`src/rtl/i2c_sel_pkg.sv`:
```
// Package: shared types and constants for the I2C channel selector.
// Assumes byte-oriented I2C transfers, MSB first.
package i2c_sel_pkg;
    localparam int BYTE_W = 8;

    typedef enum logic [2:0] {
        ST_IDLE,
        ST_ADDR,
        ST_ACK_ADDR,
        ST_WRITE,
        ST_ACK_WRITE,
        ST_READ,
        ST_ACK_READ
    } slave_state_t;
endpackage

```
`src/rtl/i2c_sel_line_sync.sv`:
```
// Module: synchronizes SCL/SDA into the clock domain and flags SCL edges,
// START and STOP. Assumes the bus idles high and the clock oversamples
// every SCL phase by several cycles.
module i2c_sel_line_sync #(
    parameter int SYNC_STAGES = 2
) (
    input  logic clk,
    input  logic rst_n,
    input  logic scl_i,
    input  logic sda_i,
    output logic sda_q,
    output logic scl_rise,
    output logic scl_fall,
    output logic start_det,
    output logic stop_det
);
    logic [SYNC_STAGES-1:0] scl_pipe;
    logic [SYNC_STAGES-1:0] sda_pipe;
    logic                   scl_prev;
    logic                   sda_prev;
    logic                   scl_q;

    // Synchronizer chains plus one history flop for edge detection.
    always_ff @(posedge clk) begin
        if (!rst_n) begin
            scl_pipe <= '1;
            sda_pipe <= '1;
            scl_prev <= 1'b1;
            sda_prev <= 1'b1;
        end else begin
            scl_pipe <= {scl_pipe[SYNC_STAGES-2:0], scl_i};
            sda_pipe <= {sda_pipe[SYNC_STAGES-2:0], sda_i};
            scl_prev <= scl_pipe[SYNC_STAGES-1];
            sda_prev <= sda_pipe[SYNC_STAGES-1];
        end
    end

    // Edge and bus-condition decode from current and previous samples.
    always_comb begin
        scl_q     = scl_pipe[SYNC_STAGES-1];
        sda_q     = sda_pipe[SYNC_STAGES-1];
        scl_rise  = scl_q & ~scl_prev;
        scl_fall  = ~scl_q & scl_prev;
        start_det = scl_q & scl_prev & sda_prev & ~sda_q;
        stop_det  = scl_q & scl_prev & ~sda_prev & sda_q;
    end
endmodule

```
`src/rtl/i2c_sel_slave.sv`:
```
// Module: I2C slave byte engine. Matches the address, ACKs, captures write
// data bytes and shifts out the read byte. Assumes the edge flags come from
// i2c_sel_line_sync. Writes are strobed at the start of the data ACK.
module i2c_sel_slave
    import i2c_sel_pkg::*;
#(
    parameter int         FIXED_W    = 5,
    parameter int         PIN_W      = 2,
    parameter int         REG_W      = 2,
    parameter logic [FIXED_W-1:0] ADDR_FIXED = 5'b11100
) (
    input  logic             clk,
    input  logic             rst_n,
    input  logic             bus_rst_n,
    input  logic [PIN_W-1:0] addr_pins,
    input  logic             sda_q,
    input  logic             scl_rise,
    input  logic             scl_fall,
    input  logic             start_det,
    input  logic             stop_det,
    input  logic [BYTE_W-1:0] rd_byte,
    output logic             sda_oe,
    output logic             wr_stb,
    output logic [REG_W-1:0] wr_data
);
    localparam int ADDR_W = FIXED_W + PIN_W;
    localparam int CNT_W  = $clog2(BYTE_W + 1);
    localparam logic [CNT_W-1:0] CNT_FULL = CNT_W'(BYTE_W);

    slave_state_t      state;
    logic [BYTE_W-1:0] shreg;
    logic [BYTE_W-1:0] txreg;
    logic [CNT_W-1:0]  bit_cnt;
    logic              rw_bit;
    logic              mst_nack;
    logic [ADDR_W-1:0] my_addr;
    logic              byte_full;
    logic              addr_hit;

    // Own address and byte-complete decode.
    always_comb begin
        my_addr   = {ADDR_FIXED, addr_pins};
        byte_full = (bit_cnt == CNT_FULL);
        addr_hit  = (shreg[BYTE_W-1:1] == my_addr);
    end

    // Protocol state machine, advanced on synchronized SCL edges.
    always_ff @(posedge clk) begin
        wr_stb <= 1'b0;
        if (!rst_n || !bus_rst_n) begin
            state    <= ST_IDLE;
            sda_oe   <= 1'b0;
            bit_cnt  <= '0;
            shreg    <= '0;
            txreg    <= '0;
            rw_bit   <= 1'b0;
            mst_nack <= 1'b0;
            wr_data  <= '0;
        end else if (stop_det) begin
            state   <= ST_IDLE;
            sda_oe  <= 1'b0;
            bit_cnt <= '0;
        end else if (start_det) begin
            state   <= ST_ADDR;
            sda_oe  <= 1'b0;
            bit_cnt <= '0;
        end else begin
            case (state)
                ST_ADDR, ST_WRITE: begin
                    if (scl_rise && !byte_full) begin
                        shreg   <= {shreg[BYTE_W-2:0], sda_q};
                        bit_cnt <= bit_cnt + 1'b1;
                    end else if (scl_fall && byte_full) begin
                        bit_cnt <= '0;
                        if (state == ST_ADDR) begin
                            if (addr_hit) begin
                                state  <= ST_ACK_ADDR;
                                sda_oe <= 1'b1;
                                rw_bit <= shreg[0];
                            end else begin
                                state <= ST_IDLE;
                            end
                        end else begin
                            state   <= ST_ACK_WRITE;
                            sda_oe  <= 1'b1;
                            wr_stb  <= 1'b1;
                            wr_data <= shreg[REG_W-1:0];
                        end
                    end
                end
                ST_ACK_ADDR, ST_ACK_WRITE: begin
                    if (scl_fall) begin
                        if (state == ST_ACK_ADDR && rw_bit) begin
                            state  <= ST_READ;
                            txreg  <= {rd_byte[BYTE_W-2:0], 1'b0};
                            sda_oe <= ~rd_byte[BYTE_W-1];
                        end else begin
                            state  <= ST_WRITE;
                            sda_oe <= 1'b0;
                        end
                    end
                end
                ST_READ: begin
                    if (scl_rise) begin
                        bit_cnt <= bit_cnt + 1'b1;
                    end else if (scl_fall) begin
                        if (byte_full) begin
                            state   <= ST_ACK_READ;
                            sda_oe  <= 1'b0;
                            bit_cnt <= '0;
                        end else begin
                            sda_oe <= ~txreg[BYTE_W-1];
                            txreg  <= {txreg[BYTE_W-2:0], 1'b0};
                        end
                    end
                end
                ST_ACK_READ: begin
                    if (scl_rise) begin
                        mst_nack <= sda_q;
                    end else if (scl_fall) begin
                        if (mst_nack) begin
                            state <= ST_IDLE;
                        end else begin
                            state  <= ST_READ;
                            txreg  <= {rd_byte[BYTE_W-2:0], 1'b0};
                            sda_oe <= ~rd_byte[BYTE_W-1];
                        end
                    end
                end
                default: state <= ST_IDLE;
            endcase
        end
    end

    // a rejected address never leads to an ACK.
    p_release_on_mismatch_r2: assert property (@(posedge clk) disable iff (!rst_n)
        (bus_rst_n && !stop_det && !start_det && state == ST_ADDR && scl_fall &&
         byte_full && !addr_hit) |=> (!sda_oe && state == ST_IDLE));

    // the write strobe only fires while the data ACK is being driven.
    p_strobe_in_ack_r4: assert property (@(posedge clk) disable iff (!rst_n)
        wr_stb |-> (state == ST_ACK_WRITE && sda_oe));

    // SDA is pulled only during ACK slots or read data.
    p_drive_owned_r6: assert property (@(posedge clk) disable iff (!rst_n)
        sda_oe |-> (state inside {ST_ACK_ADDR, ST_ACK_WRITE, ST_READ}));

    // the recovery reset idles the engine and releases SDA.
    p_pin_idles_r9: assert property (@(posedge clk) disable iff (!rst_n)
        !bus_rst_n |=> (state == ST_IDLE && !sda_oe));

    // a STOP always returns to idle with SDA released.
    p_stop_idles_r10: assert property (@(posedge clk) disable iff (!rst_n)
        (bus_rst_n && stop_det) |=> (state == ST_IDLE && !sda_oe));
endmodule

```
`src/rtl/i2c_sel_ctrl.sv`:
```
// Module: channel-enable register, read-back byte assembly and interrupt
// merge. Assumes a single-cycle write strobe from the slave engine.
module i2c_sel_ctrl
    import i2c_sel_pkg::*;
#(
    parameter int CHAN_N   = 2,
    parameter int PEND_LSB = 4
) (
    input  logic              clk,
    input  logic              rst_n,
    input  logic              bus_rst_n,
    input  logic              wr_stb,
    input  logic [CHAN_N-1:0] wr_data,
    input  logic [CHAN_N-1:0] irq_n_i,
    output logic [CHAN_N-1:0] chan_en,
    output logic [BYTE_W-1:0] rd_byte,
    output logic              irq_n_o
);
    // Enable register: cleared by either reset, loaded by the write strobe.
    always_ff @(posedge clk) begin
        if (!rst_n || !bus_rst_n) begin
            chan_en <= '0;
        end else if (wr_stb) begin
            chan_en <= wr_data;
        end
    end

    // Read-back byte: enables at the bottom, pending flags above them.
    always_comb begin
        rd_byte                      = '0;
        rd_byte[CHAN_N-1:0]          = chan_en;
        rd_byte[PEND_LSB +: CHAN_N]  = ~irq_n_i;
    end

    // Merged interrupt, built per channel so the width follows CHAN_N.
    logic [CHAN_N:0] irq_chain;
    assign irq_chain[0] = 1'b1;
    for (genvar g = 0; g < CHAN_N; g++) begin : g_irq
        assign irq_chain[g+1] = irq_chain[g] & irq_n_i[g];
    end
    assign irq_n_o = irq_chain[CHAN_N];

    // the recovery reset disconnects every channel.
    p_pin_clears_r9: assert property (@(posedge clk) disable iff (!rst_n)
        !bus_rst_n |=> (chan_en == '0));

    // without a strobe the enables never move.
    p_hold_no_write_r10: assert property (@(posedge clk) disable iff (!rst_n)
        (bus_rst_n && !wr_stb) |=> $stable(chan_en));
endmodule

```
`src/rtl/i2c_chan_selector.sv`:
```
// Module: top of the I2C two-channel bus selector. Connects the line
// synchronizer, the slave engine and the control register. Assumes an
// open-drain SDA, where sda_oe = 1 pulls the line low.
module i2c_chan_selector
    import i2c_sel_pkg::*;
#(
    parameter int               SYNC_STAGES = 2,
    parameter logic [4:0]       ADDR_FIXED  = 5'b11100
) (
    input  logic       clk,
    input  logic       rst_n,
    input  logic       bus_rst_n,
    input  logic [1:0] addr_pins,
    input  logic       scl_i,
    input  logic       sda_i,
    output logic       sda_oe,
    input  logic [1:0] irq_n_i,
    output logic       irq_n_o,
    output logic [1:0] chan_en
);
    localparam int CHAN_N = 2;
    localparam int PIN_W  = 2;

    logic              sda_q, scl_rise, scl_fall, start_det, stop_det;
    logic              wr_stb;
    logic [CHAN_N-1:0] wr_data;
    logic [BYTE_W-1:0] rd_byte;

    i2c_sel_line_sync #(.SYNC_STAGES(SYNC_STAGES)) u_sync (
        .clk       (clk),
        .rst_n     (rst_n),
        .scl_i     (scl_i),
        .sda_i     (sda_i),
        .sda_q     (sda_q),
        .scl_rise  (scl_rise),
        .scl_fall  (scl_fall),
        .start_det (start_det),
        .stop_det  (stop_det)
    );

    i2c_sel_slave #(
        .FIXED_W    (5),
        .PIN_W      (PIN_W),
        .REG_W      (CHAN_N),
        .ADDR_FIXED (ADDR_FIXED)
    ) u_slave (
        .clk       (clk),
        .rst_n     (rst_n),
        .bus_rst_n (bus_rst_n),
        .addr_pins (addr_pins),
        .sda_q     (sda_q),
        .scl_rise  (scl_rise),
        .scl_fall  (scl_fall),
        .start_det (start_det),
        .stop_det  (stop_det),
        .rd_byte   (rd_byte),
        .sda_oe    (sda_oe),
        .wr_stb    (wr_stb),
        .wr_data   (wr_data)
    );

    i2c_sel_ctrl #(.CHAN_N(CHAN_N), .PEND_LSB(4)) u_ctrl (
        .clk       (clk),
        .rst_n     (rst_n),
        .bus_rst_n (bus_rst_n),
        .wr_stb    (wr_stb),
        .wr_data   (wr_data),
        .irq_n_i   (irq_n_i),
        .chan_en   (chan_en),
        .rd_byte   (rd_byte),
        .irq_n_o   (irq_n_o)
    );
endmodule

```
`config.mk`:
```
export PLATFORM = sky130hd
export DESIGN_NAME = i2c_chan_selector
export DESIGN_NICKNAME = d
export VERILOG_FILES = /design/src/rtl/i2c_sel_pkg.sv /design/src/rtl/i2c_sel_line_sync.sv /design/src/rtl/i2c_sel_slave.sv /design/src/rtl/i2c_sel_ctrl.sv /design/src/rtl/i2c_chan_selector.sv
export SDC_FILE = /design/constraint.sdc
export NUM_CORES = 1
export LEC_CHECK = 0
export ABC_AREA = 0
export BUFFER_PORTS_ARGS = -buffer_cell sky130_fd_sc_hd__buf_4
export CAP_MARGIN = 30
export CORE_AREA = 2 2 67 117
export CTS_CLUSTER_DIAMETER = 40
export DETAILED_ROUTE_END_ITERATION = 8
export DIE_AREA = 0 0 69 119
export GPL_TIMING_DRIVEN = 1
export MAX_ROUTING_LAYER = met4
export PLACE_DENSITY = 0.5
export SETUP_SLACK_MARGIN = 0.4
export SLEW_MARGIN = 15
export SYNTH_ARGS = -nofsm -noshare
export SYNTH_HDL_FRONTEND = slang
export SYNTH_SLANG_ARGS = --single-unit
```
`constraint.sdc`:
```
create_clock -name clk -period 2 [get_ports clk]
set_clock_uncertainty 0.1 [all_clocks]
set_input_delay 0.1 -clock clk [delete_from_list [all_inputs] [get_ports clk]]
set_output_delay 0.1 -clock clk [all_outputs]
set_load 0.005 [all_outputs]
```
==> results of run 1 <==
-- cells by family after synthesis --
group           Yosys count  share of synthesized area
xor+xnor                  3                    0.01485
simple gates             93                     0.2687
fa+ha+maj                 2                    0.01414
buf+inv                  14                    0.03607
compound gates           30                     0.1174
flops                    36                     0.4074
mux                      25                     0.1414
-- worst paths after layout --
path / start / to / slack [ns]
setup reg to reg: u_slave.state[0] / u_slave.txreg[6] / 0.20
hold reg to reg: u_sync.sda_pipe[0] / u_sync.sda_pipe[1] / 0.31
hold / removal: irq_n_i[0] / u_slave.txreg[5] / 0.05
setup / recovery: u_slave.state[0] / u_slave.txreg[6] / 0.20
-- critical path, cell delays in order, from the launching register on --
cell	delay [ns]
dfxtp_2	0.35
buf_4	0.17
nand2b_1	0.12
o21bai_1	0.08
o2111a_1	0.18
or4_4	0.52
mux2i_1	0.16
-- stage by stage --
| step | cells | utilization |
|---|---|---|
| global placement | 300 | 0.2728 |
| floorplan | 203 | - |
| global route | 323 | 0.3318 |
| detailed placement | 300 | 0.2728 |
| CTS | 321 | 0.3255 |
| finish | 323 | 0.3318 |
-- Yosys cell counts, types with 2 or more instances --
cell type  instances  area [µm²]
mux2i_1           25       250.2
o21a_1             2       15.01
nor2_1            23       86.33
and2_1             3       18.77
o211ai_1           3       22.52
xor2_1             2       17.52
o21ai_0            6       30.03
buf_2              3       15.01
nor4_1             3       18.77
nand2_1           23       86.33
nand3b_1           4       30.03
dfxtp_1           36       720.7
and3b_1            2       17.52
or4_1              2       15.01
a21oi_1            5       25.02
nor3_1             5       25.02
o22ai_1            3       18.77
clkbuf_1           7       26.28
ha_1               2       25.02
nand3_1            8       40.04
inv_1              3       11.26
nand2b_1           8       50.05
a211oi_1           2       15.01
nor2b_1            5       31.28
a21boi_0           2       15.01
-- area by class of cell --
| type | instances | area, µm² | area share |
|---|---|---|---|
| Inverter | 3 | 11.26 | 0.004613 |
| Multi-Input combinational cell | 153 | 1110 | 0.4546 |
| Clock buffer | 7 | 152.6 | 0.06253 |
| Clock inverter | 1 | 30.03 | 0.01230 |
| Timing Repair Buffer | 35 | 290.3 | 0.1189 |
| Tap cell | 88 | 110.1 | 0.04511 |
| Sequential cell | 36 | 737.0 | 0.3019 |
-- metal layers --
layer,GRT usage,part of all wire,vias to the layer above
li1,-,-,774
met5,-,0,-
met3,0.01777,0.013,7
met4,0.06250,0.029,0
met1,0.1009,0.38,732
met2,0.2127,0.58,14
-- repair_timing --
action	in CTS	in global routing
endpoints found under the setup margin	26	27
setup buffers	8	2
cloned	0	0
hold buffers	5	0
pin swaps	11	5
gates resized for setup	26	9
hold endpoints to repair	6	0
-- where the power goes --
group / switching, mW / internal [mW] / leakage [nW] / total, mW
Sequential: 0.00632 / 0.720 / 0.294 / 0.726
Clock: 0.294 / 0.656 / 0.0901 / 0.950
Combinational: 0.0436 / 0.0393 / 0.630 / 0.0829
Total: 0.344 / 1.42 / 1.01 / 1.76
-- state kept, by name (all words and copies together) (netlist names) --
| signal | flops |
|---|---|
| u_slave.shreg | 8 |
| u_slave.txreg | 7 |
| u_slave.bit_cnt | 4 |
| u_slave.state | 3 |
| u_ctrl.chan_en | 2 |
| u_slave.wr_data | 2 |
| u_sync.scl_pipe | 2 |
| u_sync.sda_pipe | 2 |
| u_slave.mst_nack | 1 |
| u_slave.rw_bit | 1 |
| u_slave.sda_oe | 1 |
| u_slave.wr_stb | 1 |
| u_sync.scl_prev | 1 |
| u_sync.sda_prev | 1 |
==> impl_metrics.toml, run 1 <==
[sta]
max_clock_freq_mhz = 554.7
timing.final.crit_share = 0.9015
report.final.slew_viol_count = 0
finalHoldViolCount = 0
period_minus_slack_ns = 1.803
rsz0062_at_grt = "yes"
fin_setup_tns_ns = 0
whs_ns = 0.04551
setup_ws_ns = 0.1971
slew_headroom = 0.6046
finalSetupViolCount = 0
worst_slew_pin_slew_ns = 0.5931

[floorplanning]
dieWidth_um = 69
die_h_um = 119
coreArea_um2 = 7357
io_pins = 13
die_area_um2 = 8211
initial_core_util = 0.2405
rows = 42

[clock_network]
cts_root_buf = "clkbuf_16"
numCtsBuffers = 5
cts_max_level = 2
insertion_delay_ns = 0.28
cts_tree = "yes"
cts.sinks = 36
clockBufferDepth = 2
clkTransAtPathRegs_ns = 0.06

[logic_synthesis]
yosys_most_used_dff = "dfxtp_1"
synth_edf_count = 0
synth_cell_type_count = 41
syn_inst = 203
synth_area_um2 = 1769
yosysSeqAreaShare = 0.4074
synth_seq_cells = 36
yosysWarnings = 0
syn_nets = 214
avgSynthCellArea_um2 = 8.715
async_flop_share = 0

[placement]
hpwl_um = 2940
place_congestion = 0.8955
placed_area_um2 = 2007
dpl_worst_slack_ns = 0.04866
io_buffers = 12

[grt]
track_usage = 0.1111
first_global_vias = 1616
antenna_found_initial = 0
grt_overflow_total = 0
grt_max_degree = 19
grt_pass1_wl_um = 7189

[final_layout]
fin_area_um2 = 2441
antennaDiodeCount = 0
final_common_cell = "dfxtp_1"
drive_gt1_frac = 0.2851
layout_common_cells = "29 x dfxtp_1, 27 x buf_4, 25 x mux2i_1"
fillCellCount = 785
syn_to_final_growth_pct = 37.98
layout.nets = 245

[pwr]
power.leakage_nw = 1.014
power.total_mw = 1.760
vdd_ir_drop_max_mv = 0.5201
p_per_area_nw_per_um2 = 720.8

[routing]
detail_route.first_pass.iterations = 4
routed_wl_um = 4235
vias_per_cell = 4.728
ant_nets = 0
route.detailed.drc = 0
dr_total_vias = 1527
drt_iter0_markers = 25
avgRoutedWirePerCell_um = 13.11

[flow_run]
cap_violations = 0

[setup_path]
worstSetupPathType = "flop to flop"
worstSetupEndpointType = "flop"
critPathArrivalTime_ns = 1.86
required_ns = 2.06
crit_fanout = 7
start_kind = "flop"
r2r_cells = 6

[status]
status = "finished clean"

[hold_path]
hp-class = "primary input to flop"
hold_path_depth = 4
(Power assumes the default switching activity.)
==> run 2, diff against run 1 <==
--- a/config.mk
+++ b/config.mk
@@ -8,13 +8,15 @@
 export ABC_AREA = 0
 export BUFFER_PORTS_ARGS = -buffer_cell sky130_fd_sc_hd__buf_4
 export CAP_MARGIN = 30
+export CELL_PAD_IN_SITES_DETAIL_PLACEMENT = 0
+export CELL_PAD_IN_SITES_GLOBAL_PLACEMENT = 1
 export CORE_AREA = 2 2 67 117
 export CTS_CLUSTER_DIAMETER = 40
 export DETAILED_ROUTE_END_ITERATION = 8
 export DIE_AREA = 0 0 69 119
 export GPL_TIMING_DRIVEN = 1
 export MAX_ROUTING_LAYER = met4
-export PLACE_DENSITY = 0.5
+export PLACE_DENSITY = 0.59
 export SETUP_SLACK_MARGIN = 0.4
 export SLEW_MARGIN = 15
 export SYNTH_ARGS = -nofsm -noshare
==> impl_metrics.toml, run 2 (synthesis gave the netlist of run 1 again) <==
[clock_network]
clkTransAtPathRegs_ns = 0.06
cts.sinks = 36
cts_root_buf = "clkbuf_16"
cts_tree = "yes"
numCtsBuffers = 5
insertion_delay_ns = 0.28
clockBufferDepth = 2
cts_max_level = 2

[final_layout]
drive_gt1_frac = 0.3008
fin_cells = 324
layout_common_cells = "28 x dfxtp_1, 27 x buf_4, 25 x mux2i_1"
fillCellCount = 797
syn_to_final_growth_pct = 36.56
multi_input_area_um2 = 1095
regMostFlops = "u_slave.shreg"
final_common_cell = "dfxtp_1"
layout.nets = 246
regArea_um2 = 740.7
fin_area_um2 = 2416
reg_top3 = "u_slave.shreg x8, u_slave.txreg x7, u_slave.bit_cnt x4"
antennaDiodeCount = 0
largest_reg_flops = 8

[sta]
timing.final.crit_share = 0.9238
worst_slew_pin_slew_ns = 0.5952
fin_setup_tns_ns = 0
setup_ws_ns = 0.1523
finalSetupViolCount = 0
finalHoldViolCount = 0
report.final.slew_viol_count = 0
period_minus_slack_ns = 1.848
max_clock_freq_mhz = 541.2
slew_headroom = 0.6032
rsz0062_at_grt = "yes"

[routing]
vias_per_cell = 4.636
route.detailed.drc = 0
drt_iter0_markers = 27
detail_route.first_pass.iterations = 4
ant_nets = 0
routed_wl_um = 4305
dr_total_vias = 1502
avgRoutedWirePerCell_um = 13.29

[floorplanning]
coreArea_um2 = 7357
rows = 42
die_area_um2 = 8211
io_pins = 13
die_h_um = 119
initial_core_util = 0.2405
dieWidth_um = 69

[setup_path]
start_kind = "flop"
worstSetupPathType = "flop to flop"
required_ns = 2.07
critPathArrivalTime_ns = 1.91
worstSetupEndpointType = "flop"
crit_fanout = 7

[grt]
grt_overflow_total = 0
grt_max_degree = 19
track_usage = 0.1152
first_global_vias = 1545
antenna_found_initial = 0
grt_pass1_wl_um = 7210

[hold_path]
hp-class = "primary input to flop"

[placement]
hpwl_um = 3129
dpl_worst_slack_ns = 0.04191
place_congestion = 0.8436
io_buffers = 12
placed_area_um2 = 2029
place_inst = 303

[pwr]
vdd_ir_drop_max_mv = 0.5855
p_per_area_nw_per_um2 = 663.4
power.leakage_nw = 0.9907

[flow_run]
cap_violations = 0

[status]
status = "finished clean"
-- run 2: worst paths after layout --
kind	start	endpoint	slack, ns	cells past startpoint
setup / recovery	u_sync.scl_pipe[1]	u_slave.txreg[6]	0.15	4
hold / removal	irq_n_i[0]	u_slave.txreg[5]	0.04	4
setup reg to reg	u_sync.scl_pipe[1]	u_slave.txreg[6]	0.15	4
hold reg to reg	u_sync.scl_pipe[0]	u_sync.scl_pipe[1]	0.30	1
-- run 2: metrics by stage --
| stage | power (mW) | utilization | hold WS [ns] |
|---|---|---|---|
| 3_3_place_gp | 0.8148 | 0.2759 | 0.1865 |
| 6_report | 1.603 | 0.3284 | 0.03813 |
| 3_5_place_dp | 0.8144 | 0.2759 | 0.1867 |
| 4_1_cts | 1.631 | 0.3219 | 0.03664 |
| 2_1_floorplan | 0.7833 | - | 0.07304 |
| 5_1_grt | 1.667 | 0.3284 | 0.05133 |
-- run 2: what timing repair did --
| item | CTS | global route |
|---|---|---|
| gates cloned | 0 | 0 |
| resized for setup | 27 | 11 |
| endpoints found under the setup margin | 26 | 26 |
| hold buffers | 5 | 0 |
| pin swaps | 3 | 5 |
| buffers inserted | 6 | 2 |
| hold endpoints to repair | 6 | 0 |
-- run 2: cell type report --
cell class	instances	area share
Tap cell	88	0.04557
Sequential cell	36	0.3066
Timing Repair Buffer	36	0.1284
Clock buffer	6	0.05748
Multi-Input combinational cell	153	0.4531
Clock inverter	2	0.004143
Inverter	3	0.004661
-- run 2: worst max-delay path, stage by stage, from the launching register on --
cell      delay, ns
dfxtp_4        0.37
or3b_1         0.35
o2111a_2       0.18
or4_4          0.58
mux2i_1        0.15
-- run 2: power by group --
group	internal, mW	switching [mW]	total (mW)	leakage (nW)
registers	0.719	0.00650	0.726	0.295
logic	0.0428	0.0442	0.0870	0.619
clock network	0.491	0.300	0.790	0.0766
-- run 2: metal layers --
layer,wire (µm),up-vias,global-route usage
met5,0,-,-
met4,98,0,0.07230
met3,87,7,0.02623
met2,2498,15,0.2175
met1,1621,708,0.09926
li1,-,772,-
